<file path="src/rtl/pam_pkg.sv">
// Package: shared sizing constants and a width helper for the code aligner.
// Assumes every intermediate stage emits codes of the same width.
package pam_pkg;

    localparam int STAGES_DEF = 4;
    localparam int CODE_W_DEF = 3;
    localparam int LAST_W_DEF = 4;
    localparam int SHIFT_DEF  = 2;

    // Width needed to hold the largest merged value without overflow.
    function automatic int merged_width(int stages, int code_w, int last_w, int shift);
        longint maxv;
        maxv = (longint'(1) << last_w) - 1;
        for (int i = 1; i < stages; i++) begin
            maxv += ((longint'(1) << code_w) - 1) << (shift * i);
        end
        return $clog2(maxv + 1);
    endfunction

endpackage

</file>
<file path="src/rtl/pam_code_delay.sv">
// Module: fixed-depth serial shift delay for one stage code.
// DEPTH = 0 gives a plain wire. Otherwise q equals d from DEPTH cycles earlier.
// Assumes a synchronous active-low reset that clears every tap.
module pam_code_delay #(
    parameter int W     = 4,
    parameter int DEPTH = 1
) (
    input  logic         clk,
    input  logic         rst_n,
    input  logic [W-1:0] d,
    output logic [W-1:0] q
);

    generate
        if (DEPTH == 0) begin : g_wire
            assign q = d;
        end else begin : g_shift
            logic [W-1:0] taps [DEPTH];

            // Shift the code one tap per clock; clear all taps on reset.
            always_ff @(posedge clk) begin
                if (!rst_n) begin
                    for (int k = 0; k < DEPTH; k++) taps[k] <= '0;
                end else begin
                    taps[0] <= d;
                    for (int k = 1; k < DEPTH; k++) taps[k] <= taps[k-1];
                end
            end

            assign q = taps[DEPTH-1];
        end
    endgenerate

endmodule

</file>
<file path="src/rtl/pam_full_add.sv">
// Module: one-bit full adder cell.
// The sum is the XOR of both operands and the carry-in.
module pam_full_add (
    input  logic a,
    input  logic b,
    input  logic ci,
    output logic s,
    output logic co
);

    // Sum and carry of three one-bit inputs.
    always_comb begin
        s  = a ^ b ^ ci;
        co = (a & b) | (ci & (a ^ b));
    end

endmodule

</file>
<file path="src/rtl/pam_ripple_add.sv">
// Module: W-bit ripple adder built from full adder cells.
// Assumes the caller knows the sum fits in W bits, so the top bit keeps
// only its sum and no carry-out is produced. Needs W >= 2.
module pam_ripple_add #(
    parameter int W = 10
) (
    input  logic [W-1:0] a,
    input  logic [W-1:0] b,
    output logic [W-1:0] s
);

    logic [W-1:0] c;

    assign c[0] = 1'b0;

    generate
        for (genvar i = 0; i < W; i++) begin : g_bit
            if (i < W - 1) begin : g_cell
                pam_full_add u_fa (
                    .a  (a[i]),
                    .b  (b[i]),
                    .ci (c[i]),
                    .s  (s[i]),
                    .co (c[i+1])
                );
            end else begin : g_top
                assign s[i] = a[i] ^ b[i] ^ c[i];
            end
        end
    endgenerate

endmodule

</file>
<file path="src/rtl/pam_align_merge.sv">
// Module: top of the pipelined converter back end.
// Delays each stage code so one sample's codes meet, merges them by
// shift-and-add (Horner form, SHIFT bits per stage) and registers the word.
// Assumes stage k presents the code of the sample started k-1 cycles before,
// and that in_vld marks the cycle of a sample's stage-one code.
module pam_align_merge
    import pam_pkg::*;
#(
    parameter int CODE_W = CODE_W_DEF,
    parameter int LAST_W = LAST_W_DEF,
    parameter int SHIFT  = SHIFT_DEF
) (
    input  logic              clk,
    input  logic              rst_n,
    input  logic              in_vld,
    input  logic [CODE_W-1:0] code_s1,
    input  logic [CODE_W-1:0] code_s2,
    input  logic [CODE_W-1:0] code_s3,
    input  logic [LAST_W-1:0] code_s4,
    output logic [merged_width(STAGES_DEF, CODE_W, LAST_W, SHIFT)-1:0] word_out,
    output logic              word_vld
);

    localparam int STAGES = STAGES_DEF;
    localparam int OUT_W  = merged_width(STAGES, CODE_W, LAST_W, SHIFT);
    localparam int PAD_W  = LAST_W - CODE_W;

    logic [STAGES-1:0][LAST_W-1:0] raw_code;
    logic [STAGES-1:0][LAST_W-1:0] al_code;
    logic [OUT_W-1:0]              acc [STAGES];
    logic                          al_vld;
    logic [OUT_W-1:0]              word_q;
    logic                          vld_q;

    // Gather the stage codes into one array of uniform width.
    assign raw_code[0] = {{PAD_W{1'b0}}, code_s1};
    assign raw_code[1] = {{PAD_W{1'b0}}, code_s2};
    assign raw_code[2] = {{PAD_W{1'b0}}, code_s3};
    assign raw_code[3] = code_s4;

    // Delay each stage by the number of stages still ahead of it.
    generate
        for (genvar i = 0; i < STAGES; i++) begin : g_align
            pam_code_delay #(
                .W     (LAST_W),
                .DEPTH (STAGES - 1 - i)
            ) u_dly (
                .clk   (clk),
                .rst_n (rst_n),
                .d     (raw_code[i]),
                .q     (al_code[i])
            );
        end
    endgenerate

    // The strobe travels with the stage-one code.
    pam_code_delay #(
        .W     (1),
        .DEPTH (STAGES - 1)
    ) u_vld_dly (
        .clk   (clk),
        .rst_n (rst_n),
        .d     (in_vld),
        .q     (al_vld)
    );

    // Horner merge: acc[i] = acc[i-1]*2^SHIFT + aligned code i.
    assign acc[0] = {{(OUT_W-LAST_W){1'b0}}, al_code[0]};

    generate
        for (genvar i = 1; i < STAGES; i++) begin : g_merge
            pam_ripple_add #(
                .W (OUT_W)
            ) u_add (
                .a (acc[i-1] << SHIFT),
                .b ({{(OUT_W-LAST_W){1'b0}}, al_code[i]}),
                .s (acc[i])
            );
        end
    endgenerate

    // Output register: capture the merged word only for a valid sample.
    always_ff @(posedge clk) begin
        if (!rst_n) begin
            word_q <= '0;
            vld_q  <= 1'b0;
        end else begin
            vld_q <= al_vld;
            if (al_vld) word_q <= acc[STAGES-1];
        end
    end

    assign word_out = word_q;
    assign word_vld = vld_q;

endmodule

</file>
<file path="config.mk">
export PLATFORM = sky130hd
export DESIGN_NAME = pam_align_merge
export DESIGN_NICKNAME = d
export VERILOG_FILES = /design/src/rtl/pam_pkg.sv /design/src/rtl/pam_code_delay.sv /design/src/rtl/pam_full_add.sv /design/src/rtl/pam_ripple_add.sv /design/src/rtl/pam_align_merge.sv
export SDC_FILE = /design/constraint.sdc
export NUM_CORES = 1
export LEC_CHECK = 0
export BUFFER_PORTS_ARGS = -buffer_cell sky130_fd_sc_hd__buf_2
export CAP_MARGIN = 20
export CORE_ASPECT_RATIO = 1.4
export CORE_MARGIN = 1.5
export CORE_UTILIZATION = 51
export CTS_CLUSTER_SIZE = 12
export DETAILED_ROUTE_END_ITERATION = 8
export HOLD_SLACK_MARGIN = 0.02
export PLACE_DENSITY = 0.73
export SLEW_MARGIN = 25
export SYNTH_ARGS = -nofsm -noshare
export SYNTH_HDL_FRONTEND = slang
export SYNTH_SLANG_ARGS = --single-unit
</file>
<file path="constraint.sdc">
create_clock -name clk -period 2.86 [get_ports clk]
set_input_delay 0.429 -clock clk [delete_from_list [all_inputs] [get_ports clk]]
set_output_delay 0.429 -clock clk [all_outputs]
set_load 0.005 [all_outputs]
</file>
# After elaboration in Yosys (flattened, before gate mapping)
# Memory sizes are Yosys's and may differ from the RTL's.
# Cells that the tools add are included.
# Widths: inputs -> output; s select.
[classes] add_sub_neg=0 multipliers=0 n_div=0 n_lt_le_gt_ge=0 n_eq_ne=0 shifts=0 muxes=12 n_bitwise=50 n_reduce_logical=1
[op_table] op="$mux 4" n=5
[op_table] op="$xor 1x1->1" n=20
[op_table] op="$and 1x1->1" n=17
[op_table] op="$or 1x1->1" n=11
[op_table] op="$mux 1" n=6
[op_table] op="$mux 3" n=1
[op_table] op="$reduce_or 3->1" n=1
[op_table] op="$and 1x1->1 const B" n=1
[op_table] op="$xor 1x1->1 const B" n=1
[word_totals] regBits=11 latch_bits=0 mem_bits_rw=26 mem_bits_ro=0 in_bits=16 out_inout_bits=11 wordCells=69 n_memories=4
[memory_table] memory="g_align[0].u_dly.g_shift.taps" depth=3 word_bits=4 read_ports=3 rd_clocked_by_memory_dff=0 wr=3 line_no="pam_code_delay.sv:18" source="logic [W-1:0] taps [DEPTH];"
[memory_table] memory="g_align[1].u_dly.g_shift.taps" depth=2 word_bits=4 read_ports=2 rd_clocked_by_memory_dff=0 wr=2 line_no="pam_code_delay.sv:18"
[memory_table] memory="g_align[2].u_dly.g_shift.taps" depth=1 word_bits=3 read_ports=1 rd_clocked_by_memory_dff=0 wr=1 line_no="pam_code_delay.sv:18"
[memory_table] memory="u_vld_dly.g_shift.taps" depth=3 word_bits=1 read_ports=3 rd_clocked_by_memory_dff=0 wr=3 line_no="pam_code_delay.sv:18"

# Longest topological paths before layout
# Gate-level depths: netlist (run 1).
# An unclocked memory read counts as a cell.
[depth] word_depth=10 mapped_depth=11 mapped_depth_nobuf=11

# Modules after synthesis
# From an unflattened synthesis (run 1), not the netlist that was laid out.
[unflattened] hier_cells=135 area_unflattened_um2=1853.0
[by_module_without_submodules] module="pam_full_add" n_inst=27 cells_each=1 area_each_um2=20.0 seq_area_each_um2=0.0
[by_module_without_submodules] module="pam_align_merge" n_inst=1 cells_each=35 area_each_um2=409.1 seq_area_each_um2=220.2
[by_module_without_submodules] module="pam_code_delay at g_align[0].u_dly" n_inst=1 cells_each=29 area_each_um2=366.6 seq_area_each_um2=240.2
[by_module_without_submodules] module="pam_code_delay at g_align[1].u_dly" n_inst=1 cells_each=20 area_each_um2=240.2 seq_area_each_um2=160.2
[by_module_without_submodules] module="pam_code_delay at g_align[2].u_dly" n_inst=1 cells_each=8 area_each_um2=105.1 seq_area_each_um2=80.1
[by_module_without_submodules] module="pam_ripple_add" n_inst=3 cells_each=2 area_each_um2=27.5 seq_area_each_um2=0.0
[by_module_without_submodules] module="pam_code_delay at u_vld_dly" n_inst=1 cells_each=6 area_each_um2=78.8 seq_area_each_um2=60.1
[by_module_without_submodules] module="pam_code_delay at g_align[3].u_dly" n_inst=1 cells_each=4 area_each_um2=30.0 seq_area_each_um2=0.0

# Worst setup path before layout (run 1)
# No wires, ideal clock.
[synth_path] kind="input to register" start="input port code_s4[2]" end="register word_q[9] (netlist: word_out[9])" t_arrival_ns=2.060 required_ns=2.743 setup_slack_ns=0.683 stages=11 path_cell_list="ha_1 inv_1 fa_1 inv_1 ha_1 ha_1 ha_1 ha_1 ha_1 xnor2_1 a22o_1"
[synth_via] elab_chain_len=9
[synth_lines] element="start: declaration" line_no="pam_align_merge.sv:19" source="input logic [LAST_W-1:0] code_s4,"
[synth_lines] element="$and 1x1->1 (2 in series)" line_no="pam_full_add.sv:14" source="co = (a & b) | (ci & (a ^ b));"
[synth_lines] element="$or 1x1->1" line_no="pam_full_add.sv:14"
[synth_lines] element="$and 1x1->1 (5 in series)" line_no="pam_full_add.sv:14"
[synth_lines] element="$xor 1x1->1" line_no="pam_ripple_add.sv:27" source="assign s[i] = a[i] ^ b[i] ^ c[i];"
[synth_lines] element="end signal: assignment" line_no="pam_align_merge.sv:89" source="if (al_vld) word_q <= acc[STAGES-1];"
[synth_lines] element="end: declaration" line_no="pam_align_merge.sv:32" source="logic [OUT_W-1:0] word_q;"
# Every way passes these cells.
# A chain may end at the register's enable or synchronous reset.

==> metrics.md, run 1 <==
| Metric | Value |
|---|---|
| H-tree levels | 2 |
| Critical Path RT | 3.07 ns |
| Synth Warn # | 0 |
| Pwr per Cell Area | 594 mW/mm² |
| Final Instance Area | 0.00140 mm² |
| Area added between synthesis and finish | 17.6% |
| WHS | between 0.2 and 0.3 ns |
| Largest net degree at the start of global routing | 33 |
| DR vias/cell | 4.71 |
| Min-Delay Endpoint | g_align[1].u_dly.g_shift.taps[0][0]$_SDFF_PN0_ |
| VDD IR max | roughly 430 µV |
| Clock latency on the worst-skew pair | 0.33 ns |
| Worst Skew | 0.0113 ns |
| Cells after Synth | approximately 100 |
| Setup WS pre-CTS | 0.475 ns |
| DR iter-0 viols | 0 |
| Die height | 60.2 µm |
| Cell count after placement | 145 |
| Port Buffer Count | 26 |
| Final hold violation count | 0 |
| Proportion of layout cells with a drive suffix above 1 | approximately a quarter |
| Flops & latches, synth | 32 |
| Pins Over Slew Limit | 0 |
| Post-synth cell types | 15 |
| DRT Pass-1 Iters | 1 |
| Final min period | 2.14 ns |
| Kind of critical path | reg2reg |
| Worst Max-Slew Pin Slew | 0.574 ns |
| DP Area | ~0.0013 mm² |
| Final ANT Viol Nets | 0 |
| Maxcap violations | 0 |
| GR Overflow Total | 0 |
| CP Launch Type | flop |
| Std-Cell Rows | 20 |
| Antenna fix cells | 0 |
| Clock Path Buffers | 2 |
| Unrepaired setup endpoints after global routing | false |
| Total chip power | around 0.83 mW |
| Worst-path clk slew | 0.09 ns |
| Post-route DRC | 0 |
| Starting Density | 54.1% |
| CTS buffer count | 5 |
| Final #Nets | 160 |
| Crit path DAT | 2.35 ns |
| First-pass GRT wire length | 2550 µm |
| Max Fclk | 0.467 GHz |
| Final Cycle Share | 74.8% |
| All-layer global routing usage | 14.2% |
| Die width | ~44 µm |
| Hold Buf Count CTS | 0 |
| Avg Cell Area, Syn | 11.8 µm² |
| Initial antenna violation count | 0 |
| Rel. slew slack | 61.7% |
| Core area | 0.00220 mm² |
| Post-cts gate resize count | 0 |
| Worst reg2reg endpoint | word_out[8]$_SDFFE_PN0P_ |
| Crit. End Element | flop |
| Final Setup Violations | 0 |
| Post-route insts no fill | 153 |
| CTS sink count | 32 |
| Top Ports | 27 |
| Status | finished clean |
| WHS Path Cells | 2 |
| Total die area | roughly 0.0026 mm² |
| Setup tns final | 0 ns |
| Core Util, Final | 63.6% |
| Post-route worst setup slack | 0.720 ns |
| Drt wl/cell | 10.3 µm |
| Crit Path Max Fanout | 1 |
| Worst hold start | code_s2[0] |
| Worst r2r src | g_align[1].u_dly.g_shift.taps[0][4]$_SDFF_PN0_ |
| Static Leak | 0.692 nW |
| Register area share after synthesis | 53.8% |
| Vias | 720 |
| CTS tree | yes |
| Vias in the first global route | 642 |
| Hold Path Class | in2reg |
| Gpl congestion | 0.764 |
| FF-to-FF path depth | 10 |
| HPWL after DPL | 1160 µm |
| Total wire length | 1580 µm |
| Postcts setup bufs | 0 |
| Post-synth net total | around 130 |
| R2R setup slack | 0.72 ns |
| Post-synthesis cell area | 0.00119 mm² |
| Clock Root Buffer | clkbuf_4 |
==> final cells by class <==
class,instances,area [µm²]
multi-input cells,57,497
fillers,193,801
clock buffers,6,41.3
flip-flops and latches,32,641
inverters,8,30.0
well taps,22,27.5
repair buffers,26,130
clock inverters,2,35.0
==> flip-flops by register name (all words and copies together) (netlist names) <==
signal / count
g_align.u_dly.g_shift.taps: 18
u_vld_dly.g_shift.taps: 3
word_out: 10
word_vld: 1
==> kinds of logic after synthesis <==
kind of cell	after synthesis	synth area share, %
and+or+nand+nor	32	16.7
DFF	32	53.8
adders and majority gates	14	16.0
buffers and inverters	12	4.52
muxes	8	6.72
AOI/OAI and AO/OA	2	1.58
xor gates and xnor gates	1	0.735
==> routing by layer <==
metal / GRT usage (%) / vias to the layer above / part of all wire, %
li1: - / 373 / -
met1: 14.4 / 322 / 42
met2: 22.1 / 19 / 49
met3: 7.25 / 6 / 5.7
met4: 10.4 / 0 / 3.2
met5: 0 / - / 0
==> layout by cell type, fill, tap and decap left out, drive strengths merged <==
cell type and count:
a22o 1, and2 22, buf 26, bufinv 1, clkbuf 6, clkinv 1, dfxtp 32, fa 2
ha 12, inv 8, mux2i 8, nand2 1, nor2b 9, o211a 1, xnor2 1
==> power by group <==
part           leakage (nW)  internal [mW]  switching (mW)  total (mW)
sequential            0.262          0.461         0.00545       0.466
clock                0.0422          0.183           0.141       0.324
combinational         0.387         0.0248          0.0176      0.0424
==> cell usage after synthesis <==
cell type	n	area [µm²]
buf_6	1	11.3
ha_1	12	150
clkbuf_1	2	7.51
nor2b_1	9	56.3
a22o_1	1	8.76
mux2i_1	8	80.1
buf_2	1	5.00
o211a_1	1	10.0
xnor2_1	1	8.76
nand2_1	1	3.75
and2_1	21	131
and2_2	1	7.51
dfxtp_1	32	641
fa_1	2	40.0
inv_1	8	30.0
==> critical path: stages, from the launching register on <==
cell     delay (ns)
dfxtp_1        0.31
ha_1           0.19
ha_1           0.18
ha_1           0.19
ha_1           0.19
inv_1          0.06
fa_1           0.41
inv_1          0.07
ha_1           0.23
mux2i_1        0.14
nor2b_1        0.06
==> worst max path at each step <==
stage	start	endpoint	slack (ns)
after floorplan	code_s4[2]	word_out[9]$_SDFFE_PN0P_	0.68
after global placement	code_s4[2]	word_out[9]$_SDFFE_PN0P_	0.53
after detailed placement	code_s4[2]	word_out[9]$_SDFFE_PN0P_	0.48
after CTS	g_align[1].u_dly.g_shift.taps[0][4]$_SDFF_PN0_	word_out[8]$_SDFFE_PN0P_	0.71
after global routing	g_align[1].u_dly.g_shift.taps[0][4]$_SDFF_PN0_	word_out[8]$_SDFFE_PN0P_	0.60
final	g_align[1].u_dly.g_shift.taps[0][4]$_SDFF_PN0_	word_out[8]$_SDFFE_PN0P_	0.72
Note: power is estimated with default switching activity, not from simulation.
==> inputs of run 2 (changes only) <==
==> constraint.sdc (replaced) <==
create_clock -name clk -period 1.99 [get_ports clk]
set_input_delay 0.2985 -clock clk [delete_from_list [all_inputs] [get_ports clk]]
set_output_delay 0.2985 -clock clk [all_outputs]
set_load 0.005 [all_outputs]
==> run 2 against run 1 <==
  * The flow now finishes with violations (negative setup slack)
  * Die area unchanged
  * Clock skew about the same
  * Clock power up 9.9%
  * Count of clock-buffer cells in the layout is 1 lower
  * Wire length up 19%
  * Critical path depth stayed put
  * Final area grew 9.0%
  * Final cell count unchanged
==> metrics.md, run 2 (synthesis gave the netlist of run 1 again) <==
| Metric | Value |
|---|---|
| Routed wl met2 | 958 µm (was 769 µm) |
| Final hold violation count | 0 (unchanged) |
| Vias | 732 (was 720) |
| Std-Cell Rows | 20 (unchanged) |
| Top cell by count, worst path | ha_4 (was ha_1) |
| CP Launch Type | flop (unchanged) |
| Hold Buf Count CTS | 0 (unchanged) |
| Most common cell after layout, fill and taps aside | dfxtp_1 (unchanged) |
| Max Fclk | 0.502 GHz (was 0.467 GHz) |
| Largest net degree at the start of global routing | 33 (unchanged) |
| Die width | 43.8 µm (unchanged) |
| CTS sink count | 32 (unchanged) |
| Pins Over Slew Limit | 0 (unchanged) |
| Slowest stage cell on the critical path | fa_1 (unchanged) |
| Post-route worst setup slack | -0.00364 ns (was 0.720 ns) |
| Antenna fix cells | 0 (unchanged) |
| FF+latch area | 647 µm² (was 641 µm²) |
| First-pass GRT wire length | 3260 µm (was 2550 µm) |
| Initial antenna violation count | 0 (unchanged) |
| Drt wl/cell | 12.3 µm (was 10.3 µm) |
| Kind of critical path | reg2reg (unchanged) |
| Clock Path Buffers | 2 (unchanged) |
| Clock latency on the worst-skew pair | 0.34 ns (was 0.33 ns) |
| Metal3 WL | 106 µm (was 90 µm) |
| Final #Nets | 160 (unchanged) |
| Crit. End Element | flop (unchanged) |
| Area of the multi-input gates | 637 µm² (was 497 µm²) |
| DRT Pass-1 Iters | 4 (was 1) |
| Worst Skew | 0.0114 ns (was 0.0113 ns) |
| Post-route DRC | 0 (unchanged) |
| Crit path DAT | 2.22 ns (was 2.35 ns) |
| Crit path launch | g_align[1].u_dly.g_shift.taps[0][4]$_SDFF_PN0_ (unchanged) |
| CTS tree | yes (unchanged) |
| Worst r2r src | g_align[1].u_dly.g_shift.taps[0][4]$_SDFF_PN0_ (unchanged) |
| Final min period | 1.99 ns (was 2.14 ns) |
| WHS | 0.154 ns (was 0.300 ns) |
| Most frequent cells in the layout | 27 x dfxtp_1, 26 x buf_2, 21 x and2_1, 11 x ha_4, 9 x nor2b_1 (was 32 x dfxtp_1, 26 x buf_2, 21 x and2_1, 12 x ha_1, 9 x nor2b_1) |
| Worst Max-Slew Pin Slew | 0.632 ns (was 0.574 ns) |
| Final Cycle Share | 100% (was 74.8%) |
| Proportion of layout cells with a drive suffix above 1 | 42.0% (was 26.0%) |
| Rel. slew slack | 57.8% (was 61.7%) |
| Worst-path cell chain | ha_4 > ha_4 > ha_4 > ha_4 > inv_2 > fa_1 > inv_2 > ha_4 > mux2i_1 > nor2b_1 (was ha_1 > ha_1 > ha_1 > ha_1 > inv_1 > fa_1 > inv_1 > ha_1 > mux2i_1 > nor2b_1) |
| Final ANT Viol Nets | 0 (unchanged) |
| Metal1 wirelength | 769 µm (was 663 µm) |
| Uppermost layer routed | met4 (unchanged) |
| Total wire length | 1880 µm (was 1580 µm) |
| H-tree levels | 2 (unchanged) |
| Vias in the first global route | 748 (was 642) |
| Hold Path Class | in2reg (unchanged) |
| Setup tns final | -0.00364 ns (was 0 ns) |
| Maxcap violations | 0 (unchanged) |
| Die height | 60.2 µm (unchanged) |
| Fillcell total | 175 (was 193) |
| Worst-path clk slew | 0.10 ns (was 0.09 ns) |
| Port Buffer Count | 26 (unchanged) |
| Total chip power | 1.11 mW (was 0.832 mW) |
| GR Overflow Total | 0 (unchanged) |
| Crit Path Max Fanout | 1 (unchanged) |
| Core area | 0.00220 mm² (unchanged) |
| DR iter-0 viols | 18 (was 0) |
| CP peak stage delay | 0.42 ns (was 0.41 ns) |
| Total die area | 0.00264 mm² (unchanged) |
| Critical Path RT | 2.22 ns (was 3.07 ns) |
| Clock Root Buffer | clkbuf_4 (unchanged) |
| Number of flip-flops in the largest register | 18 (unchanged) |
| Area added between synthesis and finish | 28.3% (was 17.6%) |
| Worst hold start | code_s1[2] (was code_s2[0]) |
| Pwr per Cell Area | 727 mW/mm² (was 594 mW/mm²) |
| DR vias/cell | 4.78 (was 4.71) |
| Largest Register | g_align.u_dly.g_shift.taps (unchanged) |
| Starting Density | 54.1% (unchanged) |
| Gpl congestion | 0.722 (was 0.764) |
| Static Leak | 0.656 nW (was 0.692 nW) |
| HPWL after DPL | 1200 µm (was 1160 µm) |
| Top Ports | 27 (unchanged) |
| Unrepaired setup endpoints after global routing | true (was false) |
| All-layer global routing usage | 18.0% (was 14.2%) |
| CTS buffer count | 5 (unchanged) |
| Failing checks | negative setup slack |
| VDD IR max | 639 µV (was 426 µV) |
| Final Setup Violations | 1 (was 0) |
| Status | complete, but fails checks (was finished clean) |
-- run 2: final timing paths --
check,endpoint,depth (start not counted),slack (ns)
hold / removal,g_align[0].u_dly.g_shift.taps[0][2]$_SDFF_PN0_,2,0.15
setup reg to reg,word_out[8]$_SDFFE_PN0P_,10,-0.004
hold reg to reg,g_align[1].u_dly.g_shift.taps[0][6]$_SDFF_PN0_,1,0.43
setup / recovery,word_out[8]$_SDFFE_PN0P_,10,-0.004
-- run 2: area by class of cell --
class,count,share of cell area [%]
sequential,32,42.3
multi-input combinational,57,41.7
timing repair buffer,26,8.52
clock buffer,5,2.46
inverter,8,1.97
tap,22,1.80
clock inverter,3,1.23
-- run 2: per-stage QoR --
step / instances / utilization (%) / cell area, µm² / worst slack (ns)
after floorplan: 101 / - / 1230 / 0.00129
after CTS: 153 / 69.3 / 1530 / -0.00218
after global routing: 153 / 69.4 / 1530 / -0.0726
final: 153 / 69.4 / 1530 / -0.00364
after global placement: 145 / 62.0 / 1370 / -0.142
after detailed placement: 145 / 62.0 / 1370 / -0.195
-- run 2: worst max-delay path, delay by kind of cell, from the launching register on --
kind / cells / cell delay (ns)
fa+ha+maj: 6 / 1.24
buf+inv: 2 / 0.12
flops: 1 / 0.34
mux: 1 / 0.13
simple gates: 1 / 0.06
-- run 2: repair_timing --
item,4_1_cts,5_1_grt
pin swaps,8,0
gates cloned,0,0
setup endpoints to repair,2,2
setup buffers,0,0
gates resized for setup,18,1
-- run 2: per-layer routing --
metal / GRT usage, % / vias to the layer above
li1: - / 373
met1: 18.2 / 328
met2: 30.5 / 26
met3: 7.55 / 5
met4: 10.4 / 0
met5: 0 / -
-- run 2: report_power, final --
part	switching [mW]	internal, mW
clock	0.221	0.135
combinational	0.0326	0.0479
sequential	0.0108	0.663
==> inputs of run 3 (changes only) <==
==> constraint.sdc (replaced) <==
create_clock -name clk -period 2.2 [get_ports clk]
set_input_delay 0.33 -clock clk [delete_from_list [all_inputs] [get_ports clk]]
set_output_delay 0.33 -clock clk [all_outputs]
set_load 0.005 [all_outputs]
==> run 3 against run 2 <==
  * The run now ends clean
  * Worst hold slack gained 0.044 ns
  * Fmax fell by 6.0%
  * Critical endpoint unchanged
  * Highest routed layer unchanged
  * Final area shrank 4.0%
  * Count of clock-buffer cells in the layout up 1
  * Die area stayed put
  * Total power is 2.1% lower
  * Non-clock buffer count is the same
  * Critical path depth up 1
  * First-iteration DRC count down 89%
  * Core utilization down 2.8 points
  * Clock skew shrank 0.0025 ns
==> metrics.md, run 3 (synthesis gave the netlist of run 1 again) <==
| Metric | Value |
|---|---|
| Rel. slew slack | 61.8% (was 57.8%) |
| Slowest stage cell on the critical path | dfxtp_1 (was fa_1) |
| Pins Over Slew Limit | 0 (unchanged) |
| CP peak stage delay | 0.31 ns (was 0.42 ns) |
| DRT Pass-1 Iters | 2 (was 4) |
| Crit path DAT | 2.34 ns (was 2.22 ns) |
| Crit. path cell count | 11 (was 10) |
| Drt wl/cell | 10.9 µm (was 12.3 µm) |
| Hold Path Class | in2reg (unchanged) |
| Antenna fix cells | 0 (unchanged) |
| Crit. End Element | flop (unchanged) |
| Worst-path cell chain | ha_1 > inv_2 > fa_2 > inv_1 > ha_1 > ha_1 > ha_1 > ha_2 > ha_1 > mux2i_1 > nor2b_1 (was ha_4 > ha_4 > ha_4 > ha_4 > inv_2 > fa_1 > inv_2 > ha_4 > mux2i_1 > nor2b_1) |
| First-pass GRT wire length | 2550 µm (was 3260 µm) |
| Top Ports | 27 (unchanged) |
| Vias in the first global route | 642 (was 748) |
| Crit path capture | word_out[8]$_SDFFE_PN0P_ (unchanged) |
| Final #Nets | 160 (unchanged) |
| Final Cycle Share | 96.4% (was 100%) |
| Final min period | 2.12 ns (was 1.99 ns) |
| Top cell by count, worst path | ha_1 (was ha_4) |
| Std-Cell Rows | 20 (unchanged) |
| Crit path launch | g_align[2].u_dly.g_shift.taps[0][0]$_SDFF_PN0_ (was g_align[1].u_dly.g_shift.taps[0][4]$_SDFF_PN0_) |
| DR iter-0 viols | 2 (was 18) |
| FF+latch area | 646 µm² (was 647 µm²) |
| Critical Path RT | 2.42 ns (was 2.22 ns) |
| Crit Path Max Fanout | 1 (unchanged) |
| Area of the multi-input gates | 557 µm² (was 637 µm²) |
| CTS sink count | 32 (unchanged) |
| Area added between synthesis and finish | 23.1% (was 28.3%) |
| Final Setup Violations | 0 (was 1) |
| Worst-path clk slew | 0.09 ns (was 0.10 ns) |
| All-layer global routing usage | 14.2% (was 18.0%) |
| Hold Buf Count CTS | 0 (unchanged) |
| Port Buffer Count | 26 (unchanged) |
| Core area | 0.00220 mm² (unchanged) |
| Die height | 60.2 µm (unchanged) |
| H-tree levels | 2 (unchanged) |
| Total die area | 0.00264 mm² (unchanged) |
| Worst Max-Slew Pin Slew | 0.572 ns (was 0.632 ns) |
| Proportion of layout cells with a drive suffix above 1 | 36.6% (was 42.0%) |
| CTS tree | yes (unchanged) |
| Number of flip-flops in the largest register | 18 (unchanged) |
| HPWL after DPL | 1160 µm (was 1200 µm) |
| Fillcell total | 187 (was 175) |
| Worst r2r src | g_align[2].u_dly.g_shift.taps[0][0]$_SDFF_PN0_ (was g_align[1].u_dly.g_shift.taps[0][4]$_SDFF_PN0_) |
| Initial antenna violation count | 0 (unchanged) |
| GR Overflow Total | 0 (unchanged) |
| Maxcap violations | 0 (unchanged) |
| Total wire length | 1660 µm (was 1880 µm) |
| Final ANT Viol Nets | 0 (unchanged) |
| Largest net degree at the start of global routing | 33 (unchanged) |
| Pwr per Cell Area | 741 mW/mm² (was 727 mW/mm²) |
| Clock Root Buffer | clkbuf_4 (unchanged) |
| Critical path's top delay family | adder cells (unchanged) |
| Static Leak | 0.675 nW (was 0.656 nW) |
| VDD IR max | 554 µV (was 639 µV) |
| Clock Path Buffers | 2 (unchanged) |
| Post-route worst setup slack | 0.0800 ns (was -0.00364 ns) |
| Max Fclk | 0.472 GHz (was 0.502 GHz) |
| Final hold violation count | 0 (unchanged) |
| DR vias/cell | 4.76 (was 4.78) |
| FF-to-FF path depth | 11 (was 10) |
| Worst reg2reg endpoint | word_out[8]$_SDFFE_PN0P_ (unchanged) |
| Largest Register | g_align.u_dly.g_shift.taps (unchanged) |
| R2R setup slack | 0.08 ns (was -0.004 ns) |
| Gpl congestion | 0.764 (was 0.722) |
| WHS | 0.198 ns (was 0.154 ns) |
| Setup WS pre-CTS | -0.0858 ns (was -0.195 ns) |
| Worst path bufs/invs | 2 (unchanged) |
| CP Launch Type | flop (unchanged) |
| Status | finished clean (was complete, but fails checks) |
| Kind of critical path | reg2reg (unchanged) |
| Most common cell after layout, fill and taps aside | dfxtp_1 (unchanged) |
| Post-route DRC | 0 (unchanged) |
| Worst Skew | 0.00885 ns (was 0.0114 ns) |
| Starting Density | 54.1% (unchanged) |
| CTS buffer count | 5 (unchanged) |
| Vias | 728 (was 732) |
| Most frequent cells in the layout | 28 x dfxtp_1, 26 x buf_2, 21 x and2_1, 9 x nor2b_1, 8 x mux2i_1 (was 27 x dfxtp_1, 26 x buf_2, 21 x and2_1, 11 x ha_4, 9 x nor2b_1) |
| Die width | 43.8 µm (unchanged) |
| Clock latency on the worst-skew pair | 0.33 ns (was 0.34 ns) |
-- run 3: cell types whose count changed in the layout (fill, tap and decap cells not counted) --
cell / change
bufinv_16: +1
clkbuf_1: +1
clkinv_2: -1
clkinv_4: -1
dfxtp_1: +1
dfxtp_2: -1
ha_1: +4
ha_2: +3
ha_4: -7
inv_1: +1
inv_2: -1
-- run 3: power breakdown --
group          total [mW]  switching (mW)  leakage (nW)  internal [mW]
Clock               0.420           0.182        0.0422          0.238
Sequential          0.608         0.00903         0.264          0.599
Combinational      0.0589          0.0239         0.369         0.0350
-- run 3: what timing repair did --
action,in CTS,in global routing
setup endpoints to repair,0,2
setup buffers,0,0
gates resized for setup,0,17
-- run 3: through the flow --
stage,TNS [ns],util [%],instances,area [µm²],total power [mW]
after detailed placement,-0.150,60.2,145,1330,0.677
final,0,66.6,153,1470,1.09
after floorplan,0,-,101,1190,0.653
after CTS,0,63.6,153,1400,1.10
after global routing,-0.0346,66.6,153,1470,1.14
after global placement,-0.0604,60.2,145,1330,0.674
-- run 3: final cells by class --
cell class,instances,share of cell area [%]
timing repair buffer,26,8.87
sequential,32,44.0
inverter,8,2.05
clock buffer,6,2.82
clock inverter,2,2.39
multi-input combinational,57,38.0
tap,22,1.88
-- run 3: routing by layer --
metal / vias up / global-route usage (%) / routed length (µm)
met3: 6 / 7.25 / 88
met4: 0 / 10.4 / 49
met2: 19 / 22.1 / 869
met5: - / 0 / 0
met1: 329 / 14.4 / 655
li1: 374 / - / -
-- run 3: worst min path at each step --
stage | startpoint | to | slack [ns] | depth (start not counted)
6_report | code_s2[0] | g_align[1].u_dly.g_shift.taps[0][0]$_SDFF_PN0_ | 0.20 | 2
5_1_grt | code_s2[0] | g_align[1].u_dly.g_shift.taps[0][0]$_SDFF_PN0_ | 0.18 | 2
4_1_cts | code_s2[0] | g_align[1].u_dly.g_shift.taps[0][0]$_SDFF_PN0_ | 0.18 | 2
3_5_place_dp | g_align[0].u_dly.g_shift.taps[0][4]$_SDFF_PN0_ | g_align[0].u_dly.g_shift.taps[0][8]$_SDFF_PN0_ | 0.42 | 1
3_3_place_gp | g_align[0].u_dly.g_shift.taps[0][1]$_SDFF_PN0_ | g_align[0].u_dly.g_shift.taps[0][5]$_SDFF_PN0_ | 0.41 | 1
2_1_floorplan | g_align[0].u_dly.g_shift.taps[0][5]$_SDFF_PN0_ | g_align[0].u_dly.g_shift.taps[0][9]$_SDFF_PN0_ | 0.41 | 1
